$ cat config.mk
export PLATFORM = sky130hd
export DESIGN_NAME = tst_regbank
export DESIGN_NICKNAME = d
export VERILOG_FILES = /design/src/rtl/regbank_pkg.sv /design/src/rtl/regbank_decode.sv /design/src/rtl/regbank_ctrl.sv /design/src/rtl/regbank_cq.sv /design/src/rtl/regbank_rdmux.sv /design/src/rtl/regbank_be_expand.sv /design/src/rtl/tst_regbank.sv
export SDC_FILE = /design/constraint.sdc
export NUM_CORES = 1
export LEC_CHECK = 0
export ABC_AREA = 1
export BUFFER_PORTS_ARGS = -buffer_cell sky130_fd_sc_hd__buf_2
export CORE_AREA = 3 3 391 393
export CTS_CLUSTER_DIAMETER = 150
export CTS_CLUSTER_SIZE = 16
export DETAILED_ROUTE_END_ITERATION = 16
export DIE_AREA = 0 0 394 396
export PLACE_DENSITY = 0.38
export SLEW_MARGIN = 10
export SYNTH_ARGS = -nofsm -noshare
export SYNTH_HDL_FRONTEND = slang
export SYNTH_SLANG_ARGS = --single-unit
$ cat constraint.sdc
create_clock -name clk -period 1.95 [get_ports clk]
set_input_delay 0 -clock clk [delete_from_list [all_inputs] [get_ports clk]]
set_output_delay 0 -clock clk [all_outputs]
set_load 0.01 [all_outputs]
$ cat src/rtl/regbank_pkg.sv
package regbank_pkg;

  typedef enum logic [2:0] {
    RG_CTRL = 3'd0,
    RG_STAT = 3'd1,
    RG_CQ   = 3'd2,
    RG_CPL  = 3'd3,
    RG_IDEN = 3'd4,
    RG_CMEM = 3'd5,
    RG_NONE = 3'd6
  } region_e;

  // word offsets inside the control region
  localparam logic [5:0] W_LBA_LO  = 6'd0;
  localparam logic [5:0] W_LBA_HI  = 6'd1;
  localparam logic [5:0] W_LEN_LO  = 6'd2;
  localparam logic [5:0] W_LEN_HI  = 6'd3;
  localparam logic [5:0] W_CMD     = 6'd4;
  localparam logic [5:0] W_PATT    = 6'd5;
  localparam logic [5:0] W_TIMEOUT = 6'd8;

  function automatic logic cmd_is_legal(input logic [2:0] code);
    return !(code == 3'b101 || code == 3'b111);
  endfunction

endpackage

$ cat src/rtl/regbank_decode.sv
module regbank_decode
  import regbank_pkg::*;
#(
  parameter int ADDR_W = 13
) (
  input  logic [ADDR_W-1:0] addr,
  output region_e           region
);
  localparam int MEM_AW = ADDR_W - 2;

  always_comb begin
    region = RG_NONE;
    case (addr[ADDR_W-1:MEM_AW])
      2'b00: begin
        if (addr[MEM_AW-1:8] == '0) begin
          case (addr[7:6])
            2'd0:    region = RG_CTRL;
            2'd1:    region = RG_STAT;
            2'd2:    region = RG_CQ;
            default: region = RG_CPL;
          endcase
        end
      end
      2'b01:   region = RG_IDEN;
      2'b10:   region = RG_CMEM;
      default: region = RG_NONE;
    endcase
  end
endmodule

$ cat src/rtl/regbank_ctrl.sv
module regbank_ctrl
  import regbank_pkg::*;
#(
  parameter int PARAM_W = 48
) (
  input  logic               clk,
  input  logic               rst_n,
  input  logic               wr_en,
  input  logic [5:0]         word,
  input  logic [31:0]        wdata,
  output logic [PARAM_W-1:0] start_lba,
  output logic [PARAM_W-1:0] xfer_len,
  output logic [2:0]         patt_sel,
  output logic [31:0]        timeout_val,
  output logic               cmd_req,
  output logic [2:0]         cmd_code
);
  localparam int HI_W = PARAM_W - 32;

  logic [PARAM_W-1:0] lba_nxt, len_nxt;
  logic [2:0]         patt_nxt, code_nxt;
  logic [31:0]        tmo_nxt;
  logic               req_nxt;

  always_comb begin
    lba_nxt  = start_lba;
    len_nxt  = xfer_len;
    patt_nxt = patt_sel;
    tmo_nxt  = timeout_val;
    code_nxt = cmd_code;
    req_nxt  = 1'b0;
    if (wr_en) begin
      case (word)
        W_LBA_LO:  lba_nxt[31:0]         = wdata;
        W_LBA_HI:  lba_nxt[PARAM_W-1:32] = wdata[HI_W-1:0];
        W_LEN_LO:  len_nxt[31:0]         = wdata;
        W_LEN_HI:  len_nxt[PARAM_W-1:32] = wdata[HI_W-1:0];
        W_PATT:    patt_nxt              = wdata[2:0];
        W_TIMEOUT: tmo_nxt               = wdata;
        W_CMD: begin
          if (cmd_is_legal(wdata[2:0])) begin
            code_nxt = wdata[2:0];
            req_nxt  = 1'b1;
          end
        end
        default: ;
      endcase
    end
  end

  always_ff @(posedge clk or negedge rst_n) begin
    if (!rst_n) begin
      start_lba   <= '0;
      xfer_len    <= '0;
      patt_sel    <= '0;
      timeout_val <= '0;
      cmd_code    <= '0;
      cmd_req     <= 1'b0;
    end else begin
      cmd_req <= req_nxt;
      if (wr_en) begin
        start_lba   <= lba_nxt;
        xfer_len    <= len_nxt;
        patt_sel    <= patt_nxt;
        timeout_val <= tmo_nxt;
        cmd_code    <= code_nxt;
      end
    end
  end


  legal_code_chk: assert property (@(posedge clk) disable iff (!rst_n)
    cmd_req |-> cmd_is_legal(cmd_code));


  req_after_write_chk: assert property (@(posedge clk) disable iff (!rst_n)
    cmd_req |-> ($past(wr_en) && $past(word) == W_CMD));
endmodule

$ cat src/rtl/regbank_cq.sv
module regbank_cq #(
  parameter int NUM_DW = 16
) (
  input  logic              clk,
  input  logic              rst_n,
  input  logic              wr_en,
  input  logic [5:0]        word,
  input  logic [31:0]       wdata,
  output logic [NUM_DW*32-1:0] entry
);
  for (genvar i = 0; i < NUM_DW; i++) begin : g_dw
    logic        hit;
    logic [31:0] dw_q;
    assign hit = wr_en && (word == 6'(i));
    always_ff @(posedge clk or negedge rst_n) begin
      if (!rst_n)   dw_q <= '0;
      else if (hit) dw_q <= wdata;
    end
    assign entry[i*32 +: 32] = dw_q;
  end
endmodule

$ cat src/rtl/regbank_rdmux.sv
module regbank_rdmux
  import regbank_pkg::*;
#(
  parameter int NUM_CPL = 4
) (
  input  logic                 clk,
  input  logic                 rst_n,
  input  logic                 rd_req,
  input  region_e              region,
  input  logic [5:0]           word,
  input  logic                 sts_busy,
  input  logic                 sts_error,
  input  logic                 sts_verify_fail,
  input  logic [NUM_CPL*32-1:0] cpl_dwords,
  input  logic [31:0]          idm_rd_data,
  input  logic [31:0]          cm_rd_data,
  output logic                 rd_valid,
  output logic [31:0]          rd_data
);
  localparam int CPL_IW = $clog2(NUM_CPL);

  logic [31:0] local_nxt, s1_local, out_nxt;
  region_e     s1_region;
  logic        s1_vld;

  // stage 1: word select inside the small register regions
  always_comb begin
    local_nxt = '0;
    case (region)
      RG_STAT: if (word == '0) local_nxt = {29'd0, sts_verify_fail, sts_error, sts_busy};
      RG_CPL:  if (32'(word) < NUM_CPL) local_nxt = cpl_dwords[word[CPL_IW-1:0]*32 +: 32];
      default: local_nxt = '0;
    endcase
  end

  always_ff @(posedge clk or negedge rst_n) begin
    if (!rst_n) begin
      s1_vld    <= 1'b0;
      s1_region <= RG_NONE;
      s1_local  <= '0;
    end else begin
      s1_vld <= rd_req;
      if (rd_req) begin
        s1_region <= region;
        s1_local  <= local_nxt;
      end
    end
  end

  // stage 2: region select
  always_comb begin
    case (s1_region)
      RG_IDEN: out_nxt = idm_rd_data;
      RG_CMEM: out_nxt = cm_rd_data;
      default: out_nxt = s1_local;
    endcase
  end

  always_ff @(posedge clk or negedge rst_n) begin
    if (!rst_n) begin
      rd_valid <= 1'b0;
      rd_data  <= '0;
    end else begin
      rd_valid <= s1_vld;
      if (s1_vld) rd_data <= out_nxt;
    end
  end


  wo_read_zero_chk: assert property (@(posedge clk) disable iff (!rst_n)
    (rd_valid && (s1_region == RG_CTRL || s1_region == RG_CQ || s1_region == RG_NONE))
      |-> rd_data == '0);
endmodule

$ cat src/rtl/regbank_be_expand.sv
module regbank_be_expand #(
  parameter int NUM_DW = 8
) (
  input  logic [NUM_DW-1:0]   dw_en,
  output logic [NUM_DW*4-1:0] byte_en
);
  for (genvar i = 0; i < NUM_DW; i++) begin : g_lane
    assign byte_en[i*4 +: 4] = {4{dw_en[i]}};
  end

  always_comb begin

    be_count_chk: assert ($countones(byte_en) == 4 * $countones(dw_en));
  end
endmodule

$ cat src/rtl/tst_regbank.sv
module tst_regbank
  import regbank_pkg::*;
#(
  parameter int ADDR_W  = 13,
  parameter int PARAM_W = 48,
  parameter int NUM_CQ  = 16,
  parameter int NUM_CPL = 4,
  parameter int DP_DW   = 8
) (
  input  logic                  clk,
  input  logic                  rst_n,
  input  logic                  reg_wr_en,
  input  logic                  reg_rd_req,
  input  logic [ADDR_W-1:0]     reg_addr,
  input  logic [31:0]           reg_wr_data,
  input  logic [3:0]            reg_wr_be,
  output logic                  reg_rd_valid,
  output logic [31:0]           reg_rd_data,
  output logic                  cmd_req,
  output logic [2:0]            cmd_code,
  output logic [PARAM_W-1:0]    start_lba,
  output logic [PARAM_W-1:0]    xfer_len,
  output logic [2:0]            patt_sel,
  output logic [31:0]           timeout_val,
  input  logic                  sts_busy,
  input  logic                  sts_error,
  input  logic                  sts_verify_fail,
  output logic [NUM_CQ*32-1:0]  cq_dwords,
  input  logic [NUM_CPL*32-1:0] cpl_dwords,
  output logic [ADDR_W-3:0]     mem_addr,
  output logic                  idm_rd_en,
  input  logic [31:0]           idm_rd_data,
  output logic                  cm_rd_en,
  output logic                  cm_wr_en,
  output logic [31:0]           cm_wr_data,
  input  logic [31:0]           cm_rd_data,
  input  logic [DP_DW-1:0]      dp_dw_en,
  output logic [DP_DW*4-1:0]    dp_byte_en
);
  localparam int MEM_AW = ADDR_W - 2;

  region_e    region;
  logic [5:0] word;
  logic       be_any;

  assign word   = reg_addr[5:0];
  assign be_any = |reg_wr_be;

  regbank_decode #(.ADDR_W(ADDR_W)) u_decode (
    .addr   (reg_addr),
    .region (region)
  );

  regbank_ctrl #(.PARAM_W(PARAM_W)) u_ctrl (
    .clk         (clk),
    .rst_n       (rst_n),
    .wr_en       (reg_wr_en && region == RG_CTRL),
    .word        (word),
    .wdata       (reg_wr_data),
    .start_lba   (start_lba),
    .xfer_len    (xfer_len),
    .patt_sel    (patt_sel),
    .timeout_val (timeout_val),
    .cmd_req     (cmd_req),
    .cmd_code    (cmd_code)
  );

  regbank_cq #(.NUM_DW(NUM_CQ)) u_cq (
    .clk   (clk),
    .rst_n (rst_n),
    .wr_en (reg_wr_en && region == RG_CQ),
    .word  (word),
    .wdata (reg_wr_data),
    .entry (cq_dwords)
  );

  regbank_rdmux #(.NUM_CPL(NUM_CPL)) u_rdmux (
    .clk             (clk),
    .rst_n           (rst_n),
    .rd_req          (reg_rd_req),
    .region          (region),
    .word            (word),
    .sts_busy        (sts_busy),
    .sts_error       (sts_error),
    .sts_verify_fail (sts_verify_fail),
    .cpl_dwords      (cpl_dwords),
    .idm_rd_data     (idm_rd_data),
    .cm_rd_data      (cm_rd_data),
    .rd_valid        (reg_rd_valid),
    .rd_data         (reg_rd_data)
  );

  regbank_be_expand #(.NUM_DW(DP_DW)) u_be (
    .dw_en   (dp_dw_en),
    .byte_en (dp_byte_en)
  );

  assign mem_addr   = reg_addr[MEM_AW-1:0];
  assign idm_rd_en  = reg_rd_req && region == RG_IDEN;
  assign cm_rd_en   = reg_rd_req && region == RG_CMEM;
  assign cm_wr_en   = reg_wr_en  && region == RG_CMEM;
  assign cm_wr_data = reg_wr_data;


  rd_latency_chk: assert property (@(posedge clk) disable iff (!rst_n)
    reg_rd_req |=> ##1 reg_rd_valid);


  be_ignored_chk: assert property (@(posedge clk) disable iff (!rst_n)
    (reg_wr_en && !be_any && reg_addr[ADDR_W-1:MEM_AW] == 2'b10) |-> cm_wr_en);


  ro_write_quiet_chk: assert property (@(posedge clk) disable iff (!rst_n)
    (reg_wr_en && (region == RG_STAT || region == RG_CPL || region == RG_IDEN))
      |=> (!cmd_req && $stable(start_lba) && $stable(cq_dwords)));
endmodule

==> results.toml <==
[layout]
layout.cell_area.non_filler_sq_mm = 0.0434
flow.area_growth_from_synthesis_pct = 35.3
num-nets-final = 4909
fraction_of_final_layout_cells_sized_beyond_drive_strength_1_pct = 28.6
number_of_fill_cells = 16243
finalCoreUtilization_pct = 29.0
multi_input_comb_area_sq_mm = 0.0116
stdcell_count = 6681
layout.area.seq_sq_mm = 0.0179

[sta]
timing.clock.skew_ns = 0.0201
postLayoutSetupSlackWorst_ns = 0.116
max-slew-margin-rel_pct = 28.8
rsz0062_at_grt = "no"
max_freq_mhz = 545
period_share_pct = 94.0
finalWorstPathRequiredPeriod_ns = 1.83
worst-slew-pin-transition_ns = 1.06
fin_hold_viols = 3
final_max_slew_viol_count = 0
holdWs_ns = -0.0384
totalNegativeSetupSlack_ns = 0
setup_viol = 0

[drt]
antenna_left = 0
route.detailed.vias_per_inst = 4.70
drt_iter0_drc = 2573
route.vias.total = 31411
drt_pass1_iterations = 5
wl_per_cell_um = 26.4
drc_errors = 0
drt_wl_total_mm = 177

[power_and_ir_drop]
cell_internal_pwr_mw = 21.8
clkPwrFrac_pct = 34.4
total_switching_power_mw = 9.34
p_total_mw = 31.1
power.combinational.fraction_pct = 15.3
vdd_drop_max_v = 0.000632
leakage_nw = 24.2
p_seq_share_pct = 50.3
pwr_density_cell_mw_per_mm2 = 717
switching_share_pct = 30.0

[floorplanning]
floorplan.rows = 142
fp.dieW_um = 394
floorplan.die.height_um = 396
area_of_the_die_sq_mm = 0.156
initial_utilization_pct = 21.4
io-pin-count = 1014
core_sq_mm = 0.150

[synth]
yosys.cell_types.count = 31
synthesis.area_per_instance_sq_um = 8.77
synth.largest_area_cell = "sky130_fd_sc_hd__dfrtp_1"
synth_fp_nets = 3916
dominantRegCellSynth = "sky130_fd_sc_hd__dfrtp_1"
post-synth-top-count-cell = "sky130_fd_sc_hd__nand2_1"
synth.area.top_cells = "sky130_fd_sc_hd__dfrtp_1 (56%), sky130_fd_sc_hd__nand2_1 (18%), sky130_fd_sc_hd__nand4_1 (13%)"
synth_largest_type_area_fraction_pct = 55.7
synth_edf_count = 0
yosys_warnings = 0
asyncSetResetFlopFracSynth_pct = 100
synth_seq_area_share_pct = 55.9
ys_ff_latch = 716
syn_area_sq_mm = 0.0321
synth_cells = 3656
yosys-top-cells-count = "sky130_fd_sc_hd__nand2_1 (1,538), sky130_fd_sc_hd__dfrtp_1 (714), sky130_fd_sc_hd__nand4_1 (649)"

[worst_setup_path]
timing.critical_path.fanout_max = 6
worstPathArrival_ns = 2.45
timing_worst_setup_path_type = "input pin to register"
crit_path_required_time_ns = 2.56
regToRegStartpoint = "u_rdmux.s1_region[1]$_DFFE_PN1P_"
setup.worst_path.start_class = "input pin"
crit_path_end_kind = "register"
critical_path.startpoint = "reg_addr[0]"

[place]
detailedPlace.worstSlack_ns = -0.150
dp_hpwl_mm = 123
gpl_congestion = 0.820
port_buffers = 969
area_post_placement_sq_mm = 0.0401
place.detailed.instances = 6430

[worst_hold_path]
hold_path.class = "input pin to register"
holdCritStartpoint = "reg_addr[7]"

[clock_tree]
cts_buffers = 51
worst_skew_pair.late_latency_ns = 0.66
clk_transition_reported_paths_ns = 0.09
tritoncts_num_sinks = 716
tritoncts = "done"
h_tree_lvl_count = 2
clock_tree.buffer_depth = 3
cts-root-buf = "sky130_fd_sc_hd__clkbuf_16"

[outcome]
violations = "hold timing"
status = "finished, violations left"

[global_route]
global_route_wire_length_before_repair_mm = 248
grt_start_max_net_pins = 91
grt_util_all_layers_pct = 21.8
grt_pass1_vias = 31416
global_route.overflow_total = 0
grt_antenna_before_repair = 11

[job]
maxCapViolations = 0
cell type report:
| type | count | share of cell area (%) |
|---|---|---|
| antenna | 5 | 0.0288 |
| clock buffer | 61 | 3.13 |
| clock inverter | 3 | 0.101 |
| inverter | 22 | 0.202 |
| multi-input combinational | 2462 | 26.7 |
| sequential | 716 | 41.3 |
| tap | 2016 | 5.81 |
| timing repair buffer | 1396 | 22.7 |
per-layer routing:
metal / track usage [%] / wire length (um)
met1: 28.2 / 75200
met2: 36.3 / 84100
met3: 4.58 / 10900
met4: 7.33 / 6470
met5: 0 / 13
repair_timing:
action | 4_1_cts | 5_1_grt
hold endpoints to repair | 1195 | 0
hold buffers | 184 | 0
endpoints found under the setup margin | 0 | 8
buffers inserted | 0 | 1
gates resized for setup | 0 | 5
critical path, stage by stage:
cell	delay (ns)
sky130_fd_sc_hd__dlygate4sd3_1	0.54
sky130_fd_sc_hd__buf_2	0.20
sky130_fd_sc_hd__nor2_4	0.28
sky130_fd_sc_hd__nand2_1	0.24
sky130_fd_sc_hd__a211oi_1	0.27
sky130_fd_sc_hd__buf_4	0.20
sky130_fd_sc_hd__nand4_1	0.08
sky130_fd_sc_hd__dlygate4sd3_1	0.57
sky130_fd_sc_hd__nand2_1	0.06
power groups by stage:
stage | Sequential, mW | Combinational [mW] | Clock, mW
floorplan | 16.1 | 1.70 | 0
global placement | 15.9 | 4.56 | 0
detailed placement | 15.9 | 4.57 | 0
CTS | 15.7 | 4.82 | 11.1
global route | 15.7 | 5.12 | 11.6
finish | 15.7 | 4.76 | 10.7
placed cells by master, fill, tap and decap left out, types with 11 or more instances in the layout:
master                          count
sky130_fd_sc_hd__nand2_1         1537
sky130_fd_sc_hd__buf_2            968
sky130_fd_sc_hd__dfrtp_1          714
sky130_fd_sc_hd__nand4_1          649
sky130_fd_sc_hd__dlygate4sd3_1    181
sky130_fd_sc_hd__buf_4            138
sky130_fd_sc_hd__buf_12           105
sky130_fd_sc_hd__nand3_1           77
sky130_fd_sc_hd__clkbuf_16         53
sky130_fd_sc_hd__nor2_1            47
sky130_fd_sc_hd__a21oi_1           32
sky130_fd_sc_hd__a31oi_1           32
sky130_fd_sc_hd__a41oi_1           28
sky130_fd_sc_hd__nand3_2           20
sky130_fd_sc_hd__inv_1             13
sky130_fd_sc_hd__nor2_4            11
cell families (layout without fill, tap and decap cells):
| family | after synthesis | after routing | share of synthesized area (%) |
|---|---|---|---|
| and+or+nand+nor | 2358 | 2358 | 33.6 |
| AOI/OAI and AO/OA | 100 | 100 | 2.10 |
| adders and majority gates | 4 | 4 | 0.156 |
| buffers and inverters | 478 | 1482 | 8.31 |
| DFF | 716 | 716 | 55.9 |
| other | 0 | 5 | 0 |
path summary, 6_finish.rpt:
check                      cells after the start  slack (ns)                                to
min                                            7       -0.04   u_rdmux.s1_local[1]$_DFFE_PN0P_
max                                            9        0.12    u_ctrl.cmd_code[2]$_DFFE_PN0P_
min in group asynchronous                      3        0.14   u_ctrl.xfer_len[28]$_DFFE_PN0P_
max in group asynchronous                      3        0.39  u_cq.g_dw[7].dw_q[2]$_DFFE_PN0P_
min reg2reg                                    2        0.47  u_cq.g_dw[0].dw_q[8]$_DFFE_PN0P_
max reg2reg                                    6        0.34   u_rdmux.rd_data[29]$_DFFE_PN0P_
state kept, by name (all words and copies together) (netlist names):
signal,cells
u_ctrl.cmd_code,3
u_rdmux.s1_vld,1
u_ctrl.cmd_req,1
u_ctrl.timeout_val,32
u_rdmux.s1_local,32
u_cq.g_dw.dw_q,512
u_rdmux.rd_data,32
u_rdmux.rd_valid,1
u_ctrl.patt_sel,3
u_ctrl.start_lba,48
u_rdmux.s1_region,3
u_ctrl.xfer_len,48
(Power assumes the default switching activity.)
